## config.mk

```make
export PLATFORM = sky130hd
export DESIGN_NAME = sio_port
export DESIGN_NICKNAME = d
export VERILOG_FILES = /design/src/rtl/sio_pkg.sv /design/src/rtl/sio_baud.sv /design/src/rtl/sio_tx.sv /design/src/rtl/sio_rx.sv /design/src/rtl/sio_port.sv
export SDC_FILE = /design/constraint.sdc
export NUM_CORES = 1
export LEC_CHECK = 0
export ABC_CLOCK_PERIOD_IN_PS = 3700
export BUFFER_PORTS_ARGS = -buffer_cell sky130_fd_sc_hd__buf_4
export CORE_MARGIN = 1
export CORE_UTILIZATION = 55
export CTS_CLUSTER_SIZE = 40
export DETAILED_ROUTE_END_ITERATION = 10
export PLACE_DENSITY = 0.69
export SLEW_MARGIN = 10
export SYNTH_ARGS = -nofsm -noshare
export SYNTH_HDL_FRONTEND = slang
export SYNTH_SLANG_ARGS = --single-unit
```

## constraint.sdc

```tcl
create_clock -name clk -period 3.7 [get_ports clk]
set_input_delay 0 -clock clk [delete_from_list [all_inputs] [get_ports clk]]
set_output_delay 0 -clock clk [all_outputs]
set_load 0.05 [all_outputs]
```

## src/rtl/sio_pkg.sv

```systemverilog
package sio_pkg;
  localparam int DATA_W = 8;
  localparam int OVERSAMPLE = 16;

  typedef enum logic [1:0] {
    REG_RATE = 2'd0,
    REG_CTRL = 2'd1,
    REG_RXD  = 2'd2,
    REG_TXD  = 2'd3
  } reg_addr_e;

  localparam int BIT_RXFULL = 7;
  localparam int BIT_TXEMPTY = 5;
  localparam int BIT_RXIE = 4;
  localparam int BIT_RXEN = 3;
  localparam int BIT_TXIE = 2;
  localparam int BIT_TXEN = 1;

  typedef enum logic [2:0] {
    RX_IDLE,
    RX_START,
    RX_DATA,
    RX_STOP,
    RX_BREAK
  } rx_state_e;
endpackage

```

## src/rtl/sio_baud.sv

```systemverilog
module sio_baud #(
  parameter int CNT_W = 12,
  parameter int STEP = 3
) (
  input  logic       clk,
  input  logic       rst_n,
  input  logic [1:0] rate_sel,
  output logic       tick
);
  logic [CNT_W-1:0] cnt;
  logic [CNT_W-1:0] lim;

  always_comb begin
    lim = (CNT_W'(1) << (STEP * int'(rate_sel))) - CNT_W'(1);
    tick = (cnt >= lim);
  end

  always_ff @(posedge clk or negedge rst_n) begin
    if (!rst_n) cnt <= '0;
    else if (tick) cnt <= '0;
    else cnt <= cnt + CNT_W'(1);
  end
endmodule

```

## src/rtl/sio_tx.sv

```systemverilog
module sio_tx #(
  parameter int DATA_W = 8,
  parameter int OS = 16
) (
  input  logic              clk,
  input  logic              rst_n,
  input  logic              tick,
  input  logic              start,
  input  logic [DATA_W-1:0] data,
  output logic              line,
  output logic              busy,
  output logic              done
);
  localparam int FRAME = DATA_W + 2;
  localparam int TC_W = $clog2(OS);
  localparam int BC_W = $clog2(FRAME);

  logic [FRAME-1:0] shreg;
  logic [TC_W-1:0]  tcnt;
  logic [BC_W-1:0]  bcnt;

  always_ff @(posedge clk or negedge rst_n) begin
    if (!rst_n) begin
      shreg <= '1;
      tcnt  <= '0;
      bcnt  <= '0;
      busy  <= 1'b0;
      done  <= 1'b0;
    end else begin
      done <= 1'b0;
      if (!busy) begin
        if (start) begin
          shreg <= {1'b1, data, 1'b0};
          tcnt  <= '0;
          bcnt  <= '0;
          busy  <= 1'b1;
        end
      end else if (tick) begin
        if (tcnt == TC_W'(OS - 1)) begin
          tcnt  <= '0;
          shreg <= {1'b1, shreg[FRAME-1:1]};
          if (bcnt == BC_W'(FRAME - 1)) begin
            busy <= 1'b0;
            done <= 1'b1;
          end else begin
            bcnt <= bcnt + BC_W'(1);
          end
        end else begin
          tcnt <= tcnt + TC_W'(1);
        end
      end
    end
  end

  assign line = busy ? shreg[0] : 1'b1;

  AST_TX_DONE_IDLE: assert property (@(posedge clk) disable iff (!rst_n)
    done |-> !busy);
  AST_TX_START_TAKEN: assert property (@(posedge clk) disable iff (!rst_n)
    (start && !busy) |=> busy);
endmodule

```

## src/rtl/sio_rx.sv

```systemverilog
module sio_rx
  import sio_pkg::*;
#(
  parameter int DATA_W = 8,
  parameter int OS = 16
) (
  input  logic              clk,
  input  logic              rst_n,
  input  logic              tick,
  input  logic              en,
  input  logic              rxd,
  output logic              done,
  output logic [DATA_W-1:0] data
);
  localparam int TC_W = $clog2(OS);
  localparam int BC_W = $clog2(DATA_W);

  logic [1:0]      sync;
  logic            rx_s;
  rx_state_e       state;
  logic [TC_W-1:0] tcnt;
  logic [BC_W-1:0] bcnt;

  assign rx_s = sync[1];

  always_ff @(posedge clk or negedge rst_n) begin
    if (!rst_n) sync <= 2'b11;
    else sync <= {sync[0], rxd};
  end

  always_ff @(posedge clk or negedge rst_n) begin
    if (!rst_n) begin
      state <= RX_IDLE;
      tcnt  <= '0;
      bcnt  <= '0;
      data  <= '0;
      done  <= 1'b0;
    end else begin
      done <= 1'b0;
      if (!en) begin
        state <= RX_IDLE;
      end else if (tick) begin
        unique case (state)
          RX_IDLE: begin
            if (!rx_s) begin
              state <= RX_START;
              tcnt  <= '0;
            end
          end
          RX_START: begin
            if (tcnt == TC_W'(OS / 2 - 1)) begin
              tcnt  <= '0;
              bcnt  <= '0;
              state <= rx_s ? RX_IDLE : RX_DATA;
            end else begin
              tcnt <= tcnt + TC_W'(1);
            end
          end
          RX_DATA: begin
            if (tcnt == TC_W'(OS - 1)) begin
              tcnt <= '0;
              data <= {rx_s, data[DATA_W-1:1]};
              if (bcnt == BC_W'(DATA_W - 1)) state <= RX_STOP;
              else bcnt <= bcnt + BC_W'(1);
            end else begin
              tcnt <= tcnt + TC_W'(1);
            end
          end
          RX_STOP: begin
            if (tcnt == TC_W'(OS - 1)) begin
              tcnt <= '0;
              if (rx_s) begin
                done  <= 1'b1;
                state <= RX_IDLE;
              end else begin
                state <= RX_BREAK;
              end
            end else begin
              tcnt <= tcnt + TC_W'(1);
            end
          end
          RX_BREAK: begin
            if (rx_s) state <= RX_IDLE;
          end
          default: state <= RX_IDLE;
        endcase
      end
    end
  end

  AST_RX_OFF_SILENT: assert property (@(posedge clk) disable iff (!rst_n)
    !$past(en) |-> !done);
  AST_RX_DONE_FROM_STOP: assert property (@(posedge clk) disable iff (!rst_n)
    done |-> $past(state) == RX_STOP);
endmodule

```

## src/rtl/sio_port.sv

```systemverilog
module sio_port
  import sio_pkg::*;
#(
  parameter int BAUD_CNT_W = 12,
  parameter int BAUD_STEP = 3
) (
  input  logic       clk,
  input  logic       rst_n,
  input  logic [1:0] bus_addr,
  input  logic       bus_wr,
  input  logic       bus_rd,
  input  logic [7:0] bus_wdata,
  output logic [7:0] bus_rdata,
  input  logic       rxd,
  output logic       txd,
  output logic       txd_oe,
  output logic       irq
);
  localparam logic [7:0] CTRL_WMASK = 8'((1 << BIT_RXIE) | (1 << BIT_RXEN) |
                                         (1 << BIT_TXIE) | (1 << BIT_TXEN));

  logic [3:0]        rate_q;
  logic [7:0]        ctrl_q;
  logic              rx_full;
  logic              rd_armed;
  logic              tx_empty;
  logic              tx_pend;
  logic [DATA_W-1:0] rx_buf;
  logic [DATA_W-1:0] tx_hold;
  logic              tick;
  logic              tx_line, tx_busy, tx_done, tx_start;
  logic              rx_done;
  logic [DATA_W-1:0] rx_word;
  logic              te, re;
  logic [7:0]        status;
  logic              wr_rate, wr_ctrl, wr_txd, rd_ctrl, rd_rxd;

  assign te = ctrl_q[BIT_TXEN];
  assign re = ctrl_q[BIT_RXEN];
  assign wr_rate = bus_wr && (bus_addr == REG_RATE);
  assign wr_ctrl = bus_wr && (bus_addr == REG_CTRL);
  assign wr_txd  = bus_wr && (bus_addr == REG_TXD);
  assign rd_ctrl = bus_rd && (bus_addr == REG_CTRL);
  assign rd_rxd  = bus_rd && (bus_addr == REG_RXD);

  sio_baud #(.CNT_W(BAUD_CNT_W), .STEP(BAUD_STEP)) i_baud (
    .clk(clk), .rst_n(rst_n), .rate_sel(rate_q[1:0]), .tick(tick)
  );

  sio_tx #(.DATA_W(DATA_W), .OS(OVERSAMPLE)) i_tx (
    .clk(clk), .rst_n(rst_n), .tick(tick), .start(tx_start), .data(tx_hold),
    .line(tx_line), .busy(tx_busy), .done(tx_done)
  );

  sio_rx #(.DATA_W(DATA_W), .OS(OVERSAMPLE)) i_rx (
    .clk(clk), .rst_n(rst_n), .tick(tick), .en(re), .rxd(rxd),
    .done(rx_done), .data(rx_word)
  );

  assign tx_start = te && tx_pend && !tx_busy;

  always_ff @(posedge clk or negedge rst_n) begin
    if (!rst_n) begin
      rate_q <= '0;
      ctrl_q <= '0;
    end else begin
      if (wr_rate) rate_q <= bus_wdata[3:0];
      if (wr_ctrl) ctrl_q <= bus_wdata & CTRL_WMASK;
    end
  end

  always_ff @(posedge clk or negedge rst_n) begin
    if (!rst_n) begin
      tx_empty <= 1'b1;
      tx_pend  <= 1'b0;
      tx_hold  <= '0;
    end else begin
      if (wr_txd && tx_empty) begin
        tx_hold  <= bus_wdata;
        tx_pend  <= 1'b1;
        tx_empty <= 1'b0;
      end else begin
        if (tx_start) tx_pend <= 1'b0;
        if (tx_done) tx_empty <= 1'b1;
      end
    end
  end

  always_ff @(posedge clk or negedge rst_n) begin
    if (!rst_n) begin
      rx_full  <= 1'b0;
      rd_armed <= 1'b0;
      rx_buf   <= '0;
    end else begin
      if (rx_full && rd_armed && rd_rxd) begin
        rx_full  <= 1'b0;
        rd_armed <= 1'b0;
      end else begin
        if (rd_ctrl && rx_full) rd_armed <= 1'b1;
        if (rx_done && !rx_full) begin
          rx_full <= 1'b1;
          rx_buf  <= rx_word;
        end
      end
    end
  end

  always_comb begin
    status = ctrl_q;
    status[BIT_RXFULL]  = rx_full;
    status[BIT_TXEMPTY] = tx_empty;
    unique case (bus_addr)
      REG_RATE: bus_rdata = {4'b0, rate_q};
      REG_CTRL: bus_rdata = status;
      REG_RXD:  bus_rdata = rx_buf;
      default:  bus_rdata = '0;
    endcase
  end

  assign txd    = te ? tx_line : 1'b1;
  assign txd_oe = te;
  assign irq    = (rx_full && ctrl_q[BIT_RXIE]) || (tx_empty && ctrl_q[BIT_TXIE]);

  AST_RXFULL_SOURCE: assert property (@(posedge clk) disable iff (!rst_n)
    $rose(rx_full) |-> $past(rx_done));
  AST_RXFULL_RELEASE: assert property (@(posedge clk) disable iff (!rst_n)
    $fell(rx_full) |-> $past(rd_armed && bus_rd && bus_addr == REG_RXD));
  AST_RXBUF_KEPT: assert property (@(posedge clk) disable iff (!rst_n)
    (rx_full && $past(rx_full)) |-> $stable(rx_buf));
  AST_TXEMPTY_SOURCE: assert property (@(posedge clk) disable iff (!rst_n)
    $rose(tx_empty) |-> $past(tx_done));
  AST_TX_IDLE_HIGH: assert property (@(posedge clk) disable iff (!rst_n)
    !tx_busy |-> txd);
  AST_TXE_HOLDS_BUSY: assert property (@(posedge clk) disable iff (!rst_n)
    tx_busy |-> !tx_empty);
endmodule

```

; ---- Word level (Yosys, flattened, before mapping)
; Index checks and enable logic that the tools add are counted.
[word_totals]
out_inout_bits = 11
ff_bits = 81
input_bits = 15
word_cells = 148
[op_classes]
shift = 1
add_sub_neg = 6
n_bitwise = 1
reduce_logical = 35
order_cmp = 1
n_eq_ne = 26
n_mux = 57
mul = 1
[ops]
columns = op, n
row1 = $mux 4, 11
row2 = $mux 10, 4
row3 = $mux 3, 12
row4 = $shl 1x32->12 const A, 1
row5 = $mux 1, 24
row6 = $pmux 8 s3, 1
row7 = $ne 3x2->1 const B, 5
row8 = $pmux 3 s5, 1
row9 = $logic_and 1x1->1, 14
row10 = $add 12x1->12 const B, 1
row11 = $add 4x1->4 const B, 3
row12 = $eq 4x4->1 const B, 3
row13 = $ge 12x12->1, 1
row14 = $mux 12, 1
row15 = $pmux 4 s3, 1
row16 = $reduce_and 4->1, 3
row17 = $reduce_bool 2->1, 6
row18 = $sub 12x2->12 const B, 1
row19 = $ne 2x2->1 const B, 5
row20 = $reduce_and 7->1, 1
row21 = $eq 3x2->1 const B, 2
row22 = $eq 3x3->1 const B, 2
row23 = $ne 2x1->1 const B, 3
row24 = $pmux 3 s2, 1
row25 = 18 further kinds, 21

; ---- Logic depth before layout (Yosys ltp)
[depth]
depth_word = 6
mapped_depth = 12
mapped_depth_nobuf = 11

; ---- Modules after synthesis
; From an unflattened synthesis, not the netlist that was laid out.
[unflattened]
cells_unflattened = 355
area_unflattened_um2 = 4076.4
[modules_own_cells]
columns = mod, n_inst, area_each_um2, seq_area_each_um2, cells_per_inst
row1 = sio_port, 1, 1247.4, 701.9, 87
row2 = sio_rx, 1, 1062.3, 528.0, 93
row3 = sio_tx, 1, 991.0, 486.7, 95
row4 = sio_baud, 1, 775.7, 300.3, 80

; ---- Least setup slack after synthesis
; Ideal clock, no wire load.
[synth_timing]
path_type = register to register
start = reg rate_q[1]
end = reg i_rx.data[0]
synth_period_minus_slack_ns = 3.097
n_path_buf = 1
setup_time_ns = 0.125
arrival_ns = 2.972
path_stages_with_launch = 10
setup_slack_ns = 0.603
required_time_ns = 3.575
path_cell_list = dfrtp_1 -> or2_2 -> ha_1 -> ha_1 -> o21ai_2 -> a2111oi_4 -> o21ai_4 -> or4_1 -> buf_6 -> mux2_4
[synth_via]
elab_chain_cells = 5
[synth_lines]
columns = item, line
row1 = "start, declared", sio_port.sv:22  ; logic [3:0] rate_q;
row2 = "start signal, assigned", sio_port.sv:67  ; if (wr_rate) rate_q <= bus_wdata[3:0];
row3 = $mul 2x2->4, sio_baud.sv:14  ; lim = (CNT_W'(1) << (STEP * int'(rate_sel))) - CNT_W'(1);
row4 = $shl 1x32->12, sio_baud.sv:14
row5 = $sub 12x2->12, sio_baud.sv:14
row6 = $ge 12x12->1, sio_baud.sv:15  ; tick = (cnt >= lim);
row7 = $reduce_and 4->1 (no source line), -
row8 = "end signal, assigned", sio_rx.sv:62  ; data <= {rx_s, data[DATA_W-1:1]};
row9 = "end, declared", sio_rx.sv:13  ; output logic [DATA_W-1:0] data
; Every way passes these cells.
; A chain may end at the register's enable or synchronous reset.

; ---- Final worst setup path
; Ends and elaborated chain as after synthesis.

==> flow_metrics.tcl <==
set metrics [dict create \
    yosysSeqAreaShare_pct 50.0 \
    core_sq_um 6940 \
    remaining_drc_errors 0 \
    synth-seq-cells 80 \
    area_growth_pct 15.2 \
    avgSynthCellArea_sq_um 11.4 \
    grt_max_degree 81 \
    cts_buffers 9 \
    worst_setup_path_end_kind "register" \
    synth_top_area_cell "dfrtp_1" \
    slew_violations 0 \
    vias_per_cell 5.51 \
    critical-path-max-stage-delay_ns 0.80 \
    critPathMaxFanout 8 \
    cts.sinks 80 \
    drt_wl_total_mm 7.51 \
    ant_nets 0 \
    yosysUniqueCellTypes 55 \
    setup.worst_path.class "reg2reg" \
    ys_top_cells_by_count "dfrtp_1, nand2_1, mux2_2" \
    start_util_pct 58.1 \
    num_antenna_cells 0 \
    synth_top_area_share_pct 42.2 \
    finalHoldViolations 0 \
    grt_pass1_wl_mm 12.6 \
    syn_area_sq_um 4030 \
    cp_common_cell "ha_1" \
    worst_pin_slew_ns 0.965 \
    grt_pass1_vias 2691 \
    dp_hpwl_mm 5.29 \
    synth_edf_count 0 \
    start_kind "register" \
    setup_viol 0 \
    synth_area_leaders "dfrtp_1, dfstp_2, mux2_2" \
    grt_overflow_total 0 \
    critPathTopFamily "simple AND/OR/NAND/NOR gates" \
    die_h_um 87.6 \
    io-pin-count 26 \
    cts_buffer_depth 2 \
    p_per_area_nw_per_um2 557 \
    drt-initial-drc-count 136 \
    crit_slowest_cell "or4_1" \
    cellLeakagePower_uw 0.00222 \
    fmax_mhz 298 \
    synth_most_common_cell "dfrtp_1" \
    arrival_ns 3.59 \
    clock_latency_ns 0.35 \
    synth_flop_cell "dfrtp_1" \
    cts_setup_buffers 0 \
    cts.clk_slew.worst_paths_ns 0.09 \
    period_share_pct 90.7 \
    syn-instance-count 355 \
    num_vias 2736 \
    fin_crit_ns 3.36 \
    finalClockSkew_ns 0.0102 \
    row_count 30 \
    cts_resized 0 \
    crit_buf_inv 0 \
    htreeDepth 3 \
    gp_congestion 0.770 \
    drive_gt1_share_pct 24.7 \
    slew_headroom_pct 35.6 \
    async_reset_ff_share_pct 100 \
    peakVddDrop_mv 0.380 \
    numPortBuffers 25 \
    worst_hold_slack_ns 0.0421 \
    antenna_found_initial 0 \
    grt_usage_pct 21.7 \
    cts_tree "yes" \
    cts-root-buf "clkbuf_8" \
    firstDrtPassIters 4 \
    final_nets 431 \
    hold_class "in2reg" \
    wl_per_cell_um 15.1 \
    yosysWarnings 0 \
    ctsHoldBuffers 12 \
    outcome "finished, final reports clean" \
    crit_chain "or2_2 > ha_1 > ha_1 > o21ai_2 > a2111oi_4 > o21ai_4 > or4_1 > mux2_4" \
    dieArea_sq_um 7680 \
    fin_tns_setup_ns 0 \
    rsz0062_at_grt "no" \
    die_w_um 87.6 \
    cap_violations 0 \
    required_ns 3.94 \
]
layer usage:
layer,share of wire [%],global-route usage (%),vias up
met2,48,34.7,48
met5,0,0,-
li1,-,-,1354
met3,2.8,5.66,8
met4,1.1,7.30,0
met1,48,29.0,1326
stage by stage:
stage | utilization (%) | instances | total power, uW | setup slack (ns) | cell area [sq um]
4_1_cts | 66.9 | 497 | 2620 | 0.318 | 4650
5_1_grt | 66.9 | 497 | 2750 | 0.198 | 4650
3_5_place_dp | 62.0 | 469 | 1880 | 0.332 | 4300
6_report | 66.9 | 497 | 2590 | 0.344 | 4650
2_1_floorplan | - | 357 | 1680 | 0.603 | 4040
3_3_place_gp | 62.0 | 469 | 1850 | 0.415 | 4300
report_power, final:
| group | switching, uW | leakage [uW] | total (uW) | internal, uW |
|---|---|---|---|---|
| Sequential | 155 | 0.00102 | 1200 | 1040 |
| Combinational | 376 | 0.00109 | 673 | 297 |
| Clock | 331 | 0.000111 | 717 | 386 |
cell usage in the layout, fill, tap and decap left out, drive strengths merged, types with 3 or more instances in the layout:
cell type / Yosys / final
nand2: 31 / 31
conb: 1 / 3
mux2i: 8 / 8
nand3: 11 / 11
a22o: 4 / 4
ha: 20 / 20
nor2: 25 / 25
o31ai: 3 / 3
dfstp: 12 / 12
o21ai: 18 / 18
mux2: 34 / 34
inv: 12 / 15
buf: 5 / 28
o21a: 10 / 10
dlygate4sd3: 0 / 12
clkbuf: 7 / 9
o211ai: 6 / 6
o22a: 7 / 7
and3: 8 / 8
a31oi: 3 / 3
nand4: 3 / 3
and2: 3 / 3
nor2b: 5 / 5
nor3: 4 / 4
xnor2: 4 / 4
dfrtp: 68 / 68
xor2: 9 / 9
a21oi: 8 / 8
sequential cells by signal, indices dropped and copies added (netlist names), 2 cells and up:
register    count
tx_hold         8
rx_buf          8
i_rx.tcnt       4
i_rx.state      3
i_rx.data       8
i_tx.shreg      9
ctrl_q          4
rate_q          4
i_tx.bcnt       4
i_tx.tcnt       4
i_baud.cnt     12
i_rx.bcnt       3
i_rx.sync       2
logic make-up after synthesis:
group	Yosys count	share of synthesized area [%]
adder cells (fa/ha/maj)	20	6.21
flip-flops	80	50.0
buffers and inverters	24	2.76
AND/OR/NAND/NOR	104	12.6
multiplexers	42	12.2
XOR/XNOR	13	2.82
AO/OA/AOI/OAI	71	13.3
other	1	0.0930
worst paths after layout:
check                                       startpoint                        end  slack (ns)  cells after the start
worst min-delay path                       bus_addr[1]       rd_armed$_DFFE_PN0P_        0.04                      4
max in group asynchronous                        rst_n  i_rx.state[2]$_DFFE_PN0P_        2.74                      2
worst max register to register   rate_q[1]$_DFFE_PN0P_   i_rx.data[0]$_DFFE_PN0P_        0.34                      8
worst max-delay path             rate_q[1]$_DFFE_PN0P_   i_rx.data[0]$_DFFE_PN0P_        0.34                      8
min in group asynchronous                        rst_n   i_rx.bcnt[1]$_DFFE_PN0P_        0.35                      2
worst min register to register  i_rx.sync[0]$_DFF_PN1_     i_rx.sync[1]$_DFF_PN1_        0.36                      0
worst min-delay path, cell delays in order:
cell and delay (ns):
buf_4 0.15, nand3_1 0.07, a21oi_1 0.06, nor2_1 0.07
layout make-up:
cell class              count  area [sq um]
fillers                   562          2300
flip-flops and latches     80          2020
multi-input cells         253          1910
repair buffers             40           330
clock buffers               9           124
well taps                  96           120
clock inverters             7          98.8
inverters                  12          45.0
(Power assumes the default switching activity.)
